==> src/rtl/divcfg_pkg.sv <==
// Shared widths and types for the divider configuration loader.
package divcfg_pkg;
    localparam int M_W    = 9;
    localparam int N_W    = 2;
    localparam int T_W    = 2;
    localparam int WORD_W = T_W + N_W + M_W;

    // Field order matches serial arrival: T first, M last.
    typedef struct packed {
        logic [T_W-1:0] t;
        logic [N_W-1:0] n;
        logic [M_W-1:0] m;
    } cfg_word_t;

    typedef enum logic [T_W-1:0] {
        TSEL_LOW   = 2'b00,
        TSEL_SDATA = 2'b01,
        TSEL_FBDIV = 2'b10,
        TSEL_OCLK  = 2'b11
    } tsel_e;
endpackage

==> src/rtl/divcfg_sync.sv <==
// Multi-stage synchronizer for a vector of asynchronous inputs.
// Assumes each bit is independent or quasi-static, so no bus coherence is needed.
module divcfg_sync #(
    parameter int               WIDTH   = 1,
    parameter int               STAGES  = 2,
    parameter logic [WIDTH-1:0] RST_VAL = '0
) (
    input  logic             clk,
    input  logic             rst_n,
    input  logic [WIDTH-1:0] d,
    output logic [WIDTH-1:0] q
);
    logic [WIDTH-1:0] stg [STAGES];

    for (genvar g = 0; g < STAGES; g++) begin : g_stage
        if (g == 0) begin : g_first
            // first stage samples the raw pins
            always_ff @(posedge clk) begin
                if (!rst_n) stg[g] <= RST_VAL;
                else        stg[g] <= d;
            end
        end else begin : g_next
            // later stages settle metastability
            always_ff @(posedge clk) begin
                if (!rst_n) stg[g] <= RST_VAL;
                else        stg[g] <= stg[g-1];
            end
        end
    end

    assign q = stg[STAGES-1];
endmodule

==> src/rtl/divcfg_regs.sv <==
// Settings register with its parallel and serial load paths, plus the shift register.
// Assumes all inputs are already synchronized to clk. A parallel-mode cycle is one
// where pload is low or has just risen. Serial actions need pload high on two samples.
module divcfg_regs
    import divcfg_pkg::*;
#(
    parameter cfg_word_t RST_CFG = '{t: '0, n: '0, m: M_W'(25)}
) (
    input  logic            clk,
    input  logic            rst_n,
    input  logic            pl_s,
    input  logic            sl_s,
    input  logic            sc_s,
    input  logic            sd_s,
    input  logic            mr_s,
    input  logic [M_W-1:0]  pm_s,
    input  logic [N_W-1:0]  pn_s,
    output cfg_word_t       cfg,
    output logic            upd,
    output logic            pl_prev,
    output logic            sl_prev
);
    logic [WORD_W-1:0] shreg, shreg_nxt;
    cfg_word_t         cfg_nxt;
    logic              sc_prev;
    logic              sc_rise, sl_rise, par_mode;

    assign sc_rise  = sc_s & ~sc_prev;
    assign sl_rise  = sl_s & ~sl_prev;
    assign par_mode = ~pl_s | ~pl_prev;

    // next settings and shift contents from the two load paths
    always_comb begin
        cfg_nxt   = cfg;
        shreg_nxt = shreg;
        if (!mr_s) begin
            if (par_mode) begin
                cfg_nxt.m = pm_s;
                cfg_nxt.n = pn_s;
            end else begin
                if (sc_rise) shreg_nxt = {shreg[WORD_W-2:0], sd_s};
                if (sl_rise)              cfg_nxt = cfg_word_t'(shreg);
                else if (sl_s && sc_rise) cfg_nxt = cfg_word_t'(shreg_nxt);
            end
        end
    end

    // previous synchronized strobes for edge detection
    always_ff @(posedge clk) begin
        if (!rst_n) begin
            pl_prev <= 1'b1;
            sl_prev <= 1'b0;
            sc_prev <= 1'b0;
        end else begin
            pl_prev <= pl_s;
            sl_prev <= sl_s;
            sc_prev <= sc_s;
        end
    end

    // settings, shift register and change pulse
    always_ff @(posedge clk) begin
        if (!rst_n) begin
            cfg   <= RST_CFG;
            shreg <= '0;
            upd   <= 1'b0;
        end else begin
            cfg   <= cfg_nxt;
            shreg <= shreg_nxt;
            upd   <= (cfg_nxt != cfg);
        end
    end
endmodule

==> src/rtl/divcfg_testmux.sv <==
// Test output selector. Assumes the sources are plain logic signals; the output is
// forced low when en is low.
module divcfg_testmux
    import divcfg_pkg::*;
(
    input  logic           en,
    input  logic [T_W-1:0] sel,
    input  logic           sd,
    input  logic           fb,
    input  logic           oclk,
    output logic           y
);
    // pick the source named by the test select
    always_comb begin
        y = 1'b0;
        if (en) begin
            unique case (tsel_e'(sel))
                TSEL_LOW:   y = 1'b0;
                TSEL_SDATA: y = sd;
                TSEL_FBDIV: y = fb;
                TSEL_OCLK:  y = oclk;
                default:    y = 1'b0;
            endcase
        end
    end
endmodule

==> src/rtl/divcfg_loader.sv <==
// Top of the divider configuration loader. It synchronizes every asynchronous pin,
// runs both load paths into one settings register, flags an M out of lock range and
// drives the test output. Assumes clk runs well above the serial clock rate.
module divcfg_loader
    import divcfg_pkg::*;
#(
    parameter int             SYNC_STAGES = 2,
    parameter int             M_LO        = 25,
    parameter int             M_HI        = 31,
    parameter logic [M_W-1:0] RST_M       = 9'd25,
    parameter logic [N_W-1:0] RST_N       = 2'd0,
    parameter logic [T_W-1:0] RST_T       = 2'd0
) (
    input  logic           clk,
    input  logic           rst_n,
    input  logic           mreset,
    input  logic           pload,
    input  logic [M_W-1:0] pm_in,
    input  logic [N_W-1:0] pn_in,
    input  logic           sclk,
    input  logic           sdat,
    input  logic           sload,
    input  logic           fbdiv_in,
    input  logic           oclk_in,
    output logic           test_out,
    output logic [M_W-1:0] cfg_m,
    output logic [N_W-1:0] cfg_n,
    output logic [T_W-1:0] cfg_t,
    output logic           cfg_upd,
    output logic           m_range_err
);
    localparam int              SYNC_W   = 5 + M_W + N_W;
    localparam int              PL_BIT   = M_W + N_W;
    localparam logic [SYNC_W-1:0] SYNC_RST = SYNC_W'(1) << PL_BIT;

    logic [SYNC_W-1:0] raw, syn;
    logic              mr_s, sd_s, sc_s, sl_s, pl_s;
    logic [N_W-1:0]    pn_s;
    logic [M_W-1:0]    pm_s;
    logic              pl_q, sl_q;
    cfg_word_t         cfg;

    assign raw = {mreset, sdat, sclk, sload, pload, pn_in, pm_in};
    assign {mr_s, sd_s, sc_s, sl_s, pl_s, pn_s, pm_s} = syn;

    divcfg_sync #(.WIDTH(SYNC_W), .STAGES(SYNC_STAGES), .RST_VAL(SYNC_RST)) u_sync (
        .clk(clk), .rst_n(rst_n), .d(raw), .q(syn)
    );

    divcfg_regs #(.RST_CFG('{t: RST_T, n: RST_N, m: RST_M})) u_regs (
        .clk(clk), .rst_n(rst_n),
        .pl_s(pl_s), .sl_s(sl_s), .sc_s(sc_s), .sd_s(sd_s), .mr_s(mr_s),
        .pm_s(pm_s), .pn_s(pn_s),
        .cfg(cfg), .upd(cfg_upd), .pl_prev(pl_q), .sl_prev(sl_q)
    );

    divcfg_testmux u_tmux (
        .en(pl_s & ~mr_s), .sel(cfg.t), .sd(sd_s), .fb(fbdiv_in), .oclk(oclk_in),
        .y(test_out)
    );

    assign cfg_m       = cfg.m;
    assign cfg_n       = cfg.n;
    assign cfg_t       = cfg.t;
    assign m_range_err = (cfg.m < M_W'(M_LO)) || (cfg.m > M_W'(M_HI));
endmodule

==> config.mk <==
export PLATFORM = sky130hd
export DESIGN_NAME = divcfg_loader
export DESIGN_NICKNAME = d
export VERILOG_FILES = /design/src/rtl/divcfg_pkg.sv /design/src/rtl/divcfg_sync.sv /design/src/rtl/divcfg_regs.sv /design/src/rtl/divcfg_testmux.sv /design/src/rtl/divcfg_loader.sv
export SDC_FILE = /design/constraint.sdc
export NUM_CORES = 1
export LEC_CHECK = 0
export CAP_MARGIN = 30
export CORE_MARGIN = 3
export CORE_UTILIZATION = 45
export CTS_BUF_LIST = sky130_fd_sc_hd__clkbuf_8
export CTS_CLUSTER_DIAMETER = 50
export DETAILED_ROUTE_END_ITERATION = 10
export HOLD_SLACK_MARGIN = 0.03
export PLACE_DENSITY_LB_ADDON = 0.15
export SETUP_SLACK_MARGIN = 0.3
export SYNTH_ARGS = -nofsm -noshare
export SYNTH_HDL_FRONTEND = slang
export SYNTH_SLANG_ARGS = --single-unit
==> constraint.sdc <==
create_clock -name clk -period 3.65 [get_ports clk]
set_clock_uncertainty 0.15 [all_clocks]
set_input_delay 0.9125 -clock clk [delete_from_list [all_inputs] [get_ports clk]]
set_output_delay 0.9125 -clock clk [all_outputs]
set_load 0.005 [all_outputs]
==> results.json <==
{
  "status": "finished, final reports clean",
  "synth_common_cells": "dfxtp_1 (62), nand2_1 (36), and2_1 (32)",
  "finalCritPeriodShare": 0.8028,
  "holdWs_ns": 0.2614,
  "critPathMaxStageDelay_ns": 0.45,
  "synth.area.mux_share": 0.003781,
  "clock-sinks": 62,
  "initial_core_util": 0.4721,
  "cp_max_fo": 1,
  "synth_top_area_share": 0.4688,
  "post-synth-top-count-cell": "dfxtp_1",
  "power_switching_share": 0.2604,
  "crit_type": "in -> out",
  "p_comb_frac": 0.115,
  "pwr-share-seq": 0.511,
  "final_nets": 352,
  "setup.worst_path.start_class": "input port",
  "fp.dieW_um": 82.71,
  "peakVddDrop_mv": 0.3007,
  "yosys.area.top_type": "dfxtp_1",
  "power_w": 0.001427,
  "min_from": "u_sync.stg[0][11]",
  "cp-end-kind": "output port",
  "synth_fa_ha_area_frac": 0,
  "grt_pass1_wl_um": 10430,
  "async_flop_share": 0,
  "min_to": "u_sync.stg[1][11]",
  "ys_ff_latch": 62,
  "drt_iter0_drc": 218,
  "via_count": 2273,
  "fp-row-count": 27,
  "num_io_pins": 36,
  "p_leak_nw": 1.195,
  "synth.avg_cell_area_um2": 8.884,
  "critical_path.top_delay_family": "buffers and inverters",
  "crit_arrival_ns": 1.87,
  "drcViolationCount": 0,
  "hold_violations": 0,
  "finalSetupTns_ns": 0,
  "holdBufCountCts": 0,
  "syn-num-nets": 318,
  "dr.pass1.iters": 4,
  "drive_above_1_share": 0.09199,
  "cts_tree": "done",
  "cpMaxStageDelayCell": "clkdlybuf4s50_1",
  "clock_path_buffers": 2,
  "synth_compound_area_frac": 0.2302,
  "grt_usage": 0.2070,
  "crit_required_ns": 2.59,
  "area_growth_pct": 21.31,
  "worst_slew_pin_slew_ns": 0.5957,
  "die_area_um2": 6840,
  "core-area_um2": 5608,
  "rsz0062_at_grt": "false",
  "hpwl_um": 4341,
  "cts_setup_buffers": 0,
  "slew_violations": 0,
  "switching_power_w": 0.0003715,
  "place.gp.congestion": 0.8920,
  "wl_per_cell_um": 15.51,
  "die_h_um": 82.71,
  "cts.htree.levels": 3,
  "clk_pin_slew_ns": 0.07,
  "yosys.area_share.xor_xnor": 0.009924,
  "min_path_type": "reg -> reg",
  "port_buffers": 35,
  "r2r-start": "u_sync.stg[1][12]",
  "p_int_w": 0.001055,
  "synth-simple-area-share": 0.2443,
  "cp_num_buf_inv": 2,
  "min_period_ns": 2.930,
  "grt_pass1_vias": 2060,
  "netlist_instances": 298,
  "overflow": 0,
  "antenna_found_initial": 0,
  "whs_path_depth": 1,
  "ys_warn_count": 0,
  "powerDensity_nw_per_um2": 444.1,
  "power_frac_clock": 0.374,
  "slew_headroom": 0.6019,
  "final_core_util": 0.5727,
  "max-cap-violations": 0,
  "setup_viol": 0,
  "final_cells": 409,
  "synth-seq-area-share": 0.4688,
  "synth_top_family_by_area": "simple AND/OR/NAND/NOR gates",
  "routed_via_density": 5.557,
  "worstSkewPairLatency_ns": 0.34,
  "cts_root_buf": "clkbuf_8",
  "grt_max_degree": 44,
  "r2r_setup_slack_ns": 1.04,
  "path_cells": "clkdlybuf4s50_1, mux2i_1, o21ai_0, and3_1, dlymetal6s2s_1",
  "syn-cell-area_um2": 2648,
  "clock.fmax_mhz": 341.3,
  "synth-edff-count": 0,
  "antenna_cells": 0,
  "synth_area_leaders": "dfxtp_1 (47%), and2_1 (7.6%), a21oi_1 (5.9%)",
  "reg2reg_to": "u_regs.upd",
  "netlist-cell-type-count": 56,
  "cts_buffers": 9,
  "ant_nets": 0,
  "dp_cells": 393,
  "totalWireLength_um": 6344,
  "synthFlopType": "dfxtp_1",
  "reg2reg_depth": 7
}
==> state kept, by name, indices dropped and copies added, names as in the netlist <==
signal,cells
u_regs.shreg,13
u_regs.pl_prev,1
u_regs.sc_prev,1
u_regs.upd,1
u_regs.cfg,13
u_regs.sl_prev,1
u_sync.stg,32
==> cells by family after synthesis <==
group,Yosys count
flops,62
simple gates,121
xor+xnor,3
compound gates,88
mux,1
buf+inv,23
==> how the worst max path moves through the flow <==
stage | from | endpoint | slack [ns] | cells past startpoint
finish | oclk_in | test_out | 0.72 | 5
global route | fbdiv_in | test_out | 0.68 | 5
CTS | oclk_in | test_out | 0.34 | 5
detailed placement | oclk_in | test_out | 0.34 | 5
global placement | oclk_in | test_out | 0.37 | 5
floorplan | oclk_in | test_out | 1.33 | 3
==> timing repair <==
| item | 4_1_cts | 5_1_grt |
|---|---|---|
| setup endpoints to repair | 0 | 1 |
| hold endpoints to repair | 0 | 0 |
| resized for setup | 0 | 1 |
==> power groups by stage <==
stage	Sequential [W]	Combinational (W)	Clock, W
floorplan	0.000737	0.0000986	0
global placement	0.000743	0.000162	0
detailed placement	0.000744	0.000163	0
CTS	0.000728	0.000164	0.000554
global route	0.000733	0.000182	0.000585
finish	0.000729	0.000163	0.000534
==> per-stage QoR <==
step / setup slack [ns] / instance area, µm²
2_1_floorplan: 1.326 / 2648
6_report: 0.7196 / 3212
3_3_place_gp: 0.3672 / 3034
4_1_cts: 0.3395 / 3209
5_1_grt: 0.6808 / 3212
3_5_place_dp: 0.3442 / 3034
==> cell usage in the layout, fill, tap and decap left out, drive strengths merged, types with 3 or more instances in the layout <==
cell / count
nor2: 11
inv: 6
clkbuf: 10
dfxtp: 62
nand3: 9
nand2: 36
o221ai: 9
or3: 3
a221oi: 3
and2: 33
a31oi: 5
o22ai: 4
a21oi: 31
nor3: 7
buf: 5
clkdlybuf4s50: 34
nand2b: 7
o21ai: 13
clkinv: 4
nand4b: 3
==> metal layers <==
| layer | global-route usage | vias up | share of wire |
|---|---|---|---|
| met5 | 0 | - | 0 |
| met4 | 0.09314 | 0 | 0.031 |
| met3 | 0.08460 | 18 | 0.077 |
| met2 | 0.2917 | 94 | 0.45 |
| met1 | 0.2750 | 1022 | 0.45 |
| li1 | - | 1139 | - |
==> cell type report <==
class                           instances  area, µm²
Clock inverter                          6      37.54
Timing Repair Buffer                   40      390.4
Multi-Input combinational cell        213       1292
Inverter                                6      22.52
Fill cell                             552       2396
Tap cell                               72      90.09
Clock buffer                           10      137.6
Sequential cell                        62       1241
Note: power is estimated with default switching activity, not from simulation.
